$ cat config.mk
export PLATFORM = sky130hd
export DESIGN_NAME = hscale_upscaler
export DESIGN_NICKNAME = d
export VERILOG_FILES = /design/src/rtl/hscale_pkg.sv /design/src/rtl/hscale_coef_reg.sv /design/src/rtl/hscale_step_div.sv /design/src/rtl/hscale_blend.sv /design/src/rtl/hscale_upscaler.sv
export SDC_FILE = /design/constraint.sdc
export NUM_CORES = 1
export LEC_CHECK = 0
export BUFFER_PORTS_ARGS = -buffer_cell sky130_fd_sc_hd__buf_2
export CELL_PAD_IN_SITES_DETAIL_PLACEMENT = 2
export CELL_PAD_IN_SITES_GLOBAL_PLACEMENT = 2
export CORE_UTILIZATION = 36
export DETAILED_ROUTE_END_ITERATION = 6
export PLACE_DENSITY = 0.76
export SLEW_MARGIN = 20
export SYNTH_ARGS = -nofsm -noshare
export SYNTH_HDL_FRONTEND = slang
export SYNTH_SLANG_ARGS = --single-unit
$ cat constraint.sdc
create_clock -name clk -period 27 [get_ports clk]
set_input_delay 8.1 -clock clk [delete_from_list [all_inputs] [get_ports clk]]
set_output_delay 8.1 -clock clk [all_outputs]
set_load 0.02 [all_outputs]
$ cat src/rtl/hscale_pkg.sv
package hscale_pkg;

  localparam int unsigned COEF_W = 6;
  localparam int unsigned FRAC_W = 12;
  localparam int unsigned STEP_W = FRAC_W + 1;

  typedef logic [COEF_W-1:0] coef_t;
  typedef logic [FRAC_W-1:0] frac_t;
  typedef logic [STEP_W-1:0] step_t;

  localparam step_t STEP_UNITY = step_t'(1) << FRAC_W;
  localparam step_t STEP_MIN   = step_t'((1 << (FRAC_W + COEF_W)) / ((2 << COEF_W) - 1));

endpackage

$ cat src/rtl/hscale_coef_reg.sv
module hscale_coef_reg
  import hscale_pkg::*;
#(
  parameter int unsigned        ADDR_W    = 8,
  parameter logic [ADDR_W-1:0]  COEF_ADDR = 8'h24
) (
  input  logic              clk,
  input  logic              rst_n,
  input  logic              we,
  input  logic [ADDR_W-1:0] addr,
  input  coef_t             wdata,
  output coef_t             coef
);

  logic  wr_en;
  coef_t coef_q;

  assign wr_en = we & (addr == COEF_ADDR);

  always_ff @(posedge clk or negedge rst_n) begin
    if (!rst_n) begin
      coef_q <= '0;
    end else if (wr_en) begin
      coef_q <= wdata;
    end
  end

  assign coef = coef_q;

endmodule

$ cat src/rtl/hscale_step_div.sv
module hscale_step_div
  import hscale_pkg::*;
(
  input  coef_t coef,
  output step_t step
);

  localparam int unsigned NW = FRAC_W + COEF_W + 1;
  localparam logic [NW-1:0] NUM = NW'(1) << (NW - 1);

  logic [NW-1:0] den;

  // ratio 1 + m/64 -> input advance per output = 64/(64+m) of a pixel
  always_comb begin
    den  = NW'({1'b1, coef});
    step = STEP_W'(NUM / den);
  end

endmodule

$ cat src/rtl/hscale_blend.sv
module hscale_blend
  import hscale_pkg::*;
#(
  parameter int unsigned PIX_W = 8
) (
  input  logic [PIX_W-1:0]  near_pix,
  input  logic [PIX_W-1:0]  far_pix,
  input  coef_t             weight,
  output logic [PIX_W-1:0]  mix_pix
);

  localparam int unsigned AW = PIX_W + COEF_W + 1;

  logic [AW-1:0] near_x, far_x, w_far, w_near, acc;

  always_comb begin
    near_x  = AW'(near_pix);
    far_x   = AW'(far_pix);
    w_far   = AW'(weight);
    w_near  = AW'(1 << COEF_W) - w_far;
    acc     = near_x * w_near + far_x * w_far;
    mix_pix = acc[COEF_W +: PIX_W];
  end

endmodule

$ cat src/rtl/hscale_upscaler.sv
module hscale_upscaler
  import hscale_pkg::*;
#(
  parameter int unsigned       PIX_W     = 8,
  parameter int unsigned       ADDR_W    = 8,
  parameter logic [ADDR_W-1:0] COEF_ADDR = 8'h24
) (
  input  logic              clk,
  input  logic              rst_n,
  input  logic              cfg_we,
  input  logic [ADDR_W-1:0] cfg_addr,
  input  logic [5:0]        cfg_wdata,
  input  logic              in_valid,
  output logic              in_ready,
  input  logic [PIX_W-1:0]  in_pix,
  input  logic              in_sol,
  input  logic              in_eol,
  output logic              out_valid,
  input  logic              out_ready,
  output logic [PIX_W-1:0]  out_pix,
  output logic              out_sol,
  output logic              out_eol
);

  // reset release synchronizer
  logic [1:0] rst_sync_q;
  logic       run_q;

  always_ff @(posedge clk or negedge rst_n) begin
    if (!rst_n) begin
      rst_sync_q <= '0;
    end else begin
      rst_sync_q <= {rst_sync_q[0], 1'b1};
    end
  end
  assign run_q = rst_sync_q[1];

  coef_t coef;
  step_t step_new;

  hscale_coef_reg #(.ADDR_W(ADDR_W), .COEF_ADDR(COEF_ADDR)) u_coef (
    .clk   (clk),
    .rst_n (rst_n),
    .we    (cfg_we),
    .addr  (cfg_addr),
    .wdata (cfg_wdata),
    .coef  (coef)
  );

  hscale_step_div u_div (
    .coef (coef),
    .step (step_new)
  );

  // two-pixel window: slot a is current, slot b is the next one
  logic [PIX_W-1:0] a_pix_q, a_pix_d, b_pix_q, b_pix_d;
  logic             a_sol_q, a_sol_d, a_last_q, a_last_d, a_vld_q, a_vld_d;
  logic             b_last_q, b_last_d, b_vld_q, b_vld_d;
  frac_t            frac_q, frac_d;
  step_t            step_q, step_d;
  logic             win_en, phase_en;

  step_t            sum;
  logic             wrap, out_fire, in_fire, adv;
  logic             sa_vld, sa_last, sb_vld;
  logic [PIX_W-1:0] far_pix;

  always_comb begin
    out_valid = a_vld_q & (b_vld_q | a_last_q);
    far_pix   = b_vld_q ? b_pix_q : a_pix_q;
    sum       = step_t'(frac_q) + step_q;
    wrap      = sum[FRAC_W];
    out_fire  = out_valid & out_ready;
    adv       = out_fire & wrap;
    out_sol   = a_sol_q & (frac_q == '0);
    out_eol   = a_last_q & wrap;

    // window occupancy once this cycle's retirement is applied
    sa_vld    = adv ? b_vld_q  : a_vld_q;
    sa_last   = adv ? b_last_q : a_last_q;
    sb_vld    = b_vld_q & ~adv;
    in_ready  = run_q & ~sb_vld & ~(sa_vld & sa_last);
    in_fire   = in_valid & in_ready;
  end

  hscale_blend #(.PIX_W(PIX_W)) u_blend (
    .near_pix (a_pix_q),
    .far_pix  (far_pix),
    .weight   (frac_q[FRAC_W-1 -: COEF_W]),
    .mix_pix  (out_pix)
  );

  always_comb begin
    a_pix_d  = a_pix_q;
    a_sol_d  = a_sol_q;
    a_last_d = a_last_q;
    a_vld_d  = a_vld_q;
    b_pix_d  = b_pix_q;
    b_last_d = b_last_q;
    b_vld_d  = b_vld_q;
    frac_d   = frac_q;
    step_d   = step_q;

    if (adv) begin
      a_pix_d  = b_pix_q;
      a_sol_d  = 1'b0;
      a_last_d = b_last_q;
      a_vld_d  = b_vld_q;
      b_vld_d  = 1'b0;
    end
    if (out_fire) begin
      frac_d = (adv & a_last_q) ? '0 : sum[FRAC_W-1:0];
    end
    if (in_fire) begin
      if (!sa_vld) begin
        a_pix_d  = in_pix;
        a_sol_d  = in_sol;
        a_last_d = in_eol;
        a_vld_d  = 1'b1;
        if (in_sol) begin
          frac_d = '0;
          step_d = step_new;
        end
      end else begin
        b_pix_d  = in_pix;
        b_last_d = in_eol;
        b_vld_d  = 1'b1;
      end
    end

    win_en   = out_fire | in_fire;
    phase_en = out_fire | (in_fire & in_sol & ~sa_vld);
  end

  always_ff @(posedge clk or negedge rst_n) begin
    if (!rst_n) begin
      a_pix_q  <= '0;
      a_sol_q  <= 1'b0;
      a_last_q <= 1'b0;
      a_vld_q  <= 1'b0;
      b_pix_q  <= '0;
      b_last_q <= 1'b0;
      b_vld_q  <= 1'b0;
    end else if (!run_q) begin
      a_vld_q  <= 1'b0;
      b_vld_q  <= 1'b0;
    end else if (win_en) begin
      a_pix_q  <= a_pix_d;
      a_sol_q  <= a_sol_d;
      a_last_q <= a_last_d;
      a_vld_q  <= a_vld_d;
      b_pix_q  <= b_pix_d;
      b_last_q <= b_last_d;
      b_vld_q  <= b_vld_d;
    end
  end

  always_ff @(posedge clk or negedge rst_n) begin
    if (!rst_n) begin
      frac_q <= '0;
      step_q <= STEP_UNITY;
    end else if (run_q && phase_en) begin
      frac_q <= frac_d;
      step_q <= step_d;
    end
  end

endmodule

==> results by group, run 1 <==
Cells and area
  – Final antenna diode count: 0
  – Post-Layout Inst Area: 13,800 um2
  – Utilization after layout: 0.401
  – Share of post-route cells with drive strength above 1: 0.145
  – Post-layout nets: 1,858
  – Growth of design area from synthesis to finish: 9.64%

Routing
  – Number of DRC markers after the initial detailed-route iteration: 391
  – Number of nets still failing antenna checks after routing: 0
  – DR vias: 12,200
  – Total DRC errors in the routed layout: 0
  – Final wirelength: 43,700 um
  – Mean routed wirelength per cell: 20.9 um
  – Routed via count divided by cell count: 5.85
  – Number of search-and-repair iterations in the first detailed-routing pass: 7

Timing
  – Relative max-transition margin: 0.341
  – Slew at the pin with the worst max-slew slack: 0.982 ns
  – Post-layout minimum cycle time: 25.29 ns
  – Final-report hold violation count: 0
  – Maximum clock rate: 39.5 MHz
  – Final-report setup violation count: 0
  – Fin Clk Skew: 0.0225 ns
  – Post-Route Setup TNS: 0 ns
  – Hold Worst Slack: 0.348 ns
  – Max-slew violations: 0
  – Tcrit/Tclk final: 0.937

Worst setup path
  – Worst-path cell with the longest stage delay: or4b_4
  – Capture instance of the worst register-to-register path: step_q[0]
  – Crit path buf inv count: 7
  – CP arrival: 25.50 ns
  – Endpoint kind of the worst setup timing path: flip-flop
  – Worst Path Required: 27.21 ns
  – Setup slack of the most critical reg-to-reg path: 1.71 ns
  – Worst setup path start: u_coef.coef[1]
  – Top delay family on crit path: compound AO/OA/AOI/OAI gates
  – Critical path's most frequent cell: a21o_1
  – Peak per-stage delay on the critical path: 0.54 ns
  – Max FO, Critical Path: 10
  – R2R Path Start: u_coef.coef[1]
  – Cell depth of the worst setup path: 130
  – Depth of the worst register-to-register path: 130
  – Kind of start point of the critical path: flip-flop
  – CP Class: reg -> reg

Logic synthesis
  – Dominant synthesized flop cell: dfrtp_1
  – Number of synthesized flops with an enable pin: 0
  – Count of state elements after synthesis: 54
  – Share of async-settable or async-resettable flops after synthesis: 1.00
  – Commonest cells post-synth: nand2_1, ha_1, nor2_1, inv_1, a21oi_1
  – Cell taking the most area after synthesis: ha_1
  – Share of the yosys chip area belonging to registers: 0.107
  – Number of instances in the synthesized netlist: 1,584
  – Number of synthesis warnings: 0
  – Leading cell type by number of instances after synthesis: nand2_1
  – Syn nets: 1,811
  – Synth cell types: 115
  – Cell area after synthesis: 12,600 um2
  – Most area-consuming cells after synthesis: ha_1, fa_1, dfrtp_1
  – Post-synth top area share: 0.125
  – Mean instance size in the synthesized netlist: 7.97 um2

Placement
  – Half-perimeter wire length after detailed placement: 36,100 um
  – Post-placement cell area: 13,400 um2
  – Final weighted congestion of routability-driven global placement: 0.844
  – IO Port Bufs: 40

Floorplanning
  – Overall die height: 189 um
  – Die Footprint: 35,800 um2
  – Core outline area: 34,500 um2
  – Initial core utilization: 0.366
  – Number of cell rows: 68
  – Floorplan die width: 189 um
  – Num ports: 41

GRT
  – All-layer global routing usage: 0.243
  – First-pass GRT wire length: 70,500 um
  – Overflow left after global routing: 0
  – Pin count of the biggest net entering global routing: 55
  – Number of global-route vias before repair: 13,400
  – Antenna violations before repair: 0

CTS
  – Largest buffer count on any clock path: 2
  – H-Tree Depth: 2
  – Sink count of the clock tree: 54
  – Clock transition at path regs: 0.08 ns
  – Clock tree from TritonCTS: built
  – Master cell of the clock root buffer: clkbuf_16
  – CTS Buf Count: 5
  – Skew-Pair Late Insertion Delay: 0.31 ns

Flow run
  – Max Cap Viol: 0

Min path
  – Worst hold path stage count: 0
  – Class of the tightest hold or removal check: reg -> reg
  – Startpoint of the lowest-slack hold path: rst_sync_q[0]
  – Worst min-delay path endpoint: rst_sync_q[1]

Run status
  – Result of the run: finished, final reports clean
==> area by class of cell <==
| cell class | instances | area, um2 |
|---|---|---|
| timing repair buffer | 84 | 531 |
| tap | 455 | 569 |
| clock buffer | 5 | 125 |
| fill | 3983 | 20700 |
| clock inverter | 3 | 23.8 |
| multi-input combinational | 1363 | 10800 |
| inverter | 123 | 462 |
| sequential | 54 | 1350 |
==> worst max path at each step <==
stage | endpoint | slack [ns]
detailed placement | step_q[0] | -0.41
global placement | step_q[0] | 0.95
global route | step_q[0] | -0.12
floorplan | step_q[0] | 1.34
CTS | step_q[0] | 0.03
finish | step_q[0] | 1.71
==> registers in the layout, indices dropped and copies added (netlist names), 2 cells and up <==
| name | count |
|---|---|
| a_pix_q | 8 |
| b_pix_q | 8 |
| frac_q | 12 |
| rst_sync_q | 2 |
| step_q | 13 |
| u_coef.coef | 6 |
==> logic make-up (layout without fill, tap and decap cells) <==
logic type,after synthesis,after routing,share of synthesized area
simple gates,578,578,0.241
compound gates,454,454,0.256
fa+ha+maj,198,198,0.239
buf+inv,167,215,0.0537
xor+xnor,77,77,0.0551
mux,55,55,0.0479
flops,54,54,0.107
other cells,1,1,0.000297
==> routing by layer <==
layer | track usage | vias to the layer above | routed length [um]
met5 | 0 | - | 0
li1 | - | 5790 | -
met2 | 0.466 | 132 | 23100
met3 | 0.00945 | 41 | 603
met1 | 0.294 | 6251 | 19200
met4 | 0.0592 | 0 | 813
==> cell usage in the layout (no fill, tap or decap), types with 12 or more instances in the layout <==
cell type	instances
nand2_1	144
ha_1	125
nor2_1	122
inv_1	121
o21ai_0	77
a21oi_1	75
fa_1	72
a21o_1	54
nor3_1	53
dfrtp_1	53
xnor2_1	49
and2_1	49
buf_4	44
buf_2	40
nand2b_1	36
o21a_1	31
mux2_2	28
xor2_1	26
nand3_1	26
mux2i_1	21
a31oi_1	19
and3_1	18
nor2b_1	17
nand4_1	15
o211ai_1	14
o21ai_1	13
a21oi_2	12
o31ai_1	12
a22o_1	12
==> per-stage QoR <==
stage	std cells	setup WS, ns
floorplan	1584	1.34
global placement	2062	0.946
detailed placement	2062	-0.412
CTS	2072	0.0316
global route	2087	-0.121
finish	2087	1.71
==> what timing repair did <==
| item | 4_1_cts | 5_1_grt |
|---|---|---|
| pin swaps | 1 | 8 |
| buffers inserted | 2 | 15 |
| hold buffers | 0 | 0 |
| setup endpoints to repair | 1 | 2 |
| resized for setup | 4 | 39 |
Power of run 1 is not shown: default switching activity piles up to over one toggle a cycle in this logic, so the estimate is an artifact.
==> run 2, diff against run 1 <==
--- a/config.mk
+++ b/config.mk
@@ -14,4 +14,5 @@
 export SLEW_MARGIN = 20
 export SYNTH_ARGS = -nofsm -noshare
 export SYNTH_HDL_FRONTEND = slang
+export SYNTH_HIERARCHICAL = 1
 export SYNTH_SLANG_ARGS = --single-unit
==> results by group, run 2 <==
Run status
  – Result of the run: finished, final reports clean

Min path
  – Class of the tightest hold or removal check: reg -> reg

Worst setup path
  – Worst-path cell with the longest stage delay: a2111o_1
  – Endpoint kind of the worst setup timing path: flip-flop
  – CP arrival: 25.91 ns
  – Kind of start point of the critical path: flip-flop
  – Peak per-stage delay on the critical path: 0.46 ns
  – Max FO, Critical Path: 8
  – CP Class: reg -> reg
  – Worst Path Required: 27.20 ns
  – Critical path's most frequent cell: a21o_1

CTS
  – Clock transition at path regs: 0.08 ns
  – Hold buffer count at CTS: 0
  – Master cell of the clock root buffer: clkbuf_16
  – Skew-Pair Late Insertion Delay: 0.31 ns
  – Clock tree from TritonCTS: built
  – CTS Buf Count: 5
  – Largest buffer count on any clock path: 2
  – H-Tree Depth: 2
  – Sink count of the clock tree: 54

Cells and area
  – Register cell area after layout: 1350 um2
  – Growth of design area from synthesis to finish: 11.9%
  – Largest registers: step_q x13, frac_q x12
  – Most flop-heavy register: step_q
  – Combined area of the multi-input logic cells: 11,600 um2
  – Final instance count without filler cells: 2,240
  – Fill cell instance count of the final layout: 4,208
  – Share of post-route cells with drive strength above 1: 0.164
  – Commonest non-fill, non-tap cells in the layout: ha_1, nand2_1, nor2_1
  – Post-layout nets: 2,002
  – Post-Layout Inst Area: 15,100 um2
  – Final antenna diode count: 0
  – Max FFs per register: 13
  – Most common library cell in the layout ignoring fill and taps: ha_1
  – Utilization after layout: 0.411

Logic synthesis
  – Dominant synthesized flop cell: dfrtp_1
  – Share of async-settable or async-resettable flops after synthesis: 1.00
  – Commonest cells post-synth: ha_1, nor2_1, nand2_1, inv_1, a21oi_1
  – Cell taking the most area after synthesis: ha_1
  – Synth cell types: 131
  – Most area-consuming cells after synthesis: ha_1, fa_1, dfrtp_1
  – Post-synth top area share: 0.122
  – Mean instance size in the synthesized netlist: 8.03 um2
  – Leading cell type by number of instances after synthesis: ha_1
  – Share of the yosys chip area belonging to registers: 0.100
  – Number of instances in the synthesized netlist: 1,679
  – Number of synthesis warnings: 6
  – Cell area after synthesis: 13,500 um2
  – Number of synthesized flops with an enable pin: 0
  – Count of state elements after synthesis: 54
  – Syn nets: 1,910

Placement
  – IO Port Bufs: 40
  – Half-perimeter wire length after detailed placement: 39,800 um
  – Final weighted congestion of routability-driven global placement: 0.884
  – Placed Cells: 2,194
  – Worst slack at placement: -1.42 ns
  – Post-placement cell area: 14,400 um2

Floorplanning
  – Overall die height: 196 um
  – Die Footprint: 38,200 um2
  – Initial core utilization: 0.367
  – Core outline area: 36,700 um2
  – Num ports: 41
  – Number of cell rows: 70
  – Floorplan die width: 196 um

Timing
  – Relative max-transition margin: 0.346
  – Tcrit/Tclk final: 0.952
  – Final worst-path setup slack: 1.28 ns
  – Final-report setup violation count: 0
  – Fin Clk Skew: 0.00979 ns
  – Final-report hold violation count: 0
  – Maximum clock rate: 38.9 MHz
  – Post-layout minimum cycle time: 25.72 ns
  – Max-slew violations: 0
  – Slew at the pin with the worst max-slew slack: 0.975 ns

Routing
  – DR vias: 13,400
  – Number of search-and-repair iterations in the first detailed-routing pass: 5
  – Total DRC errors in the routed layout: 0
  – Final wirelength: 50,000 um
  – Number of DRC markers after the initial detailed-route iteration: 486
  – Number of nets still failing antenna checks after routing: 0
  – Routed via count divided by cell count: 5.97
  – Mean routed wirelength per cell: 22.3 um

GRT
  – Overflow left after global routing: 0
  – Pin count of the biggest net entering global routing: 47
  – Antenna violations before repair: 1
  – First-pass GRT wire length: 79,600 um
  – All-layer global routing usage: 0.257
  – Number of global-route vias before repair: 14,500

Flow run
  – Max Cap Viol: 0
run 2: changes by cell type after synthesis, sizes merged, moves of 10 or more:
| cell | previous run | this run |
|---|---|---|
| a22o | 12 | 2 |
| mux2 | 31 | 51 |
| nand3 | 31 | 41 |
| a21oi | 87 | 109 |
| nor3 | 58 | 47 |
| o211ai | 15 | 25 |
| or3 | 7 | 18 |
| nand2 | 150 | 129 |
| o21a | 32 | 22 |
| and2 | 51 | 94 |
run 2: critical path: cells and delay by family (launching register included):
family                   cells  cell delay [ns]
AND/OR/NAND/NOR             30             5.98
adder cells (fa/ha/maj)     12             3.72
flip-flops                   1             0.40
AO/OA/AOI/OAI               76            12.87
multiplexers                 5             1.26
buffers and inverters       12             1.29
run 2: routing by layer:
layer	global-route usage	up-vias	part of all wire
li1	-	6272	-
met1	0.339	6878	0.46
met2	0.461	174	0.50
met3	0.0149	55	0.020
met4	0.0472	0	0.019
met5	0	-	0
run 2: area by class of cell:
type / count / area share
clock buffers: 6 / 0.00854
flip-flops and latches: 54 / 0.0896
repair buffers: 133 / 0.0598
inverters: 132 / 0.0332
clock inverters: 2 / 0.00249
multi-input cells: 1445 / 0.768
well taps: 468 / 0.0388
run 2: cells by family (layout without fill, tap and decap cells):
logic type      Yosys count  after routing  synth area share
simple gates            604            604             0.239
compound gates          480            480             0.255
fa+ha+maj               204            204             0.228
buf+inv                 180            273            0.0591
mux                      80             80            0.0681
xor+xnor                 76             76            0.0494
flops                    54             54             0.100
other cells               1              1          0.000278
run 2: repair_timing:
item	in CTS	in global routing
endpoints found under the hold margin	0	0
endpoints found under the setup margin	2	2
pin swaps	4	25
buffers inserted	4	34
gates resized for setup	12	48
run 2: path summary, 6_finish.rpt:
kind / startpoint / end / slack [ns] / cells past startpoint
max: u_coef/coef[4] / step_q[0] / 1.28 / 135
min: rst_sync_q[0] / rst_sync_q[1] / 0.35 / 0
max reg2reg: u_coef/coef[4] / step_q[0] / 1.28 / 135
min reg2reg: rst_sync_q[0] / rst_sync_q[1] / 0.35 / 0
max in group asynchronous: rst_n / step_q[11] / 18.48 / 2
min in group asynchronous: rst_n / b_pix_q[1] / 7.63 / 1
run 2: metrics by stage:
step,hold slack (ns),TNS [ns]
final,0.352,0
after global routing,0.373,-0.203
after CTS,0.355,0
after detailed placement,0.336,-1.50
after global placement,0.336,0
after floorplan,0.331,0
Power of run 2 is left out for the same reason.
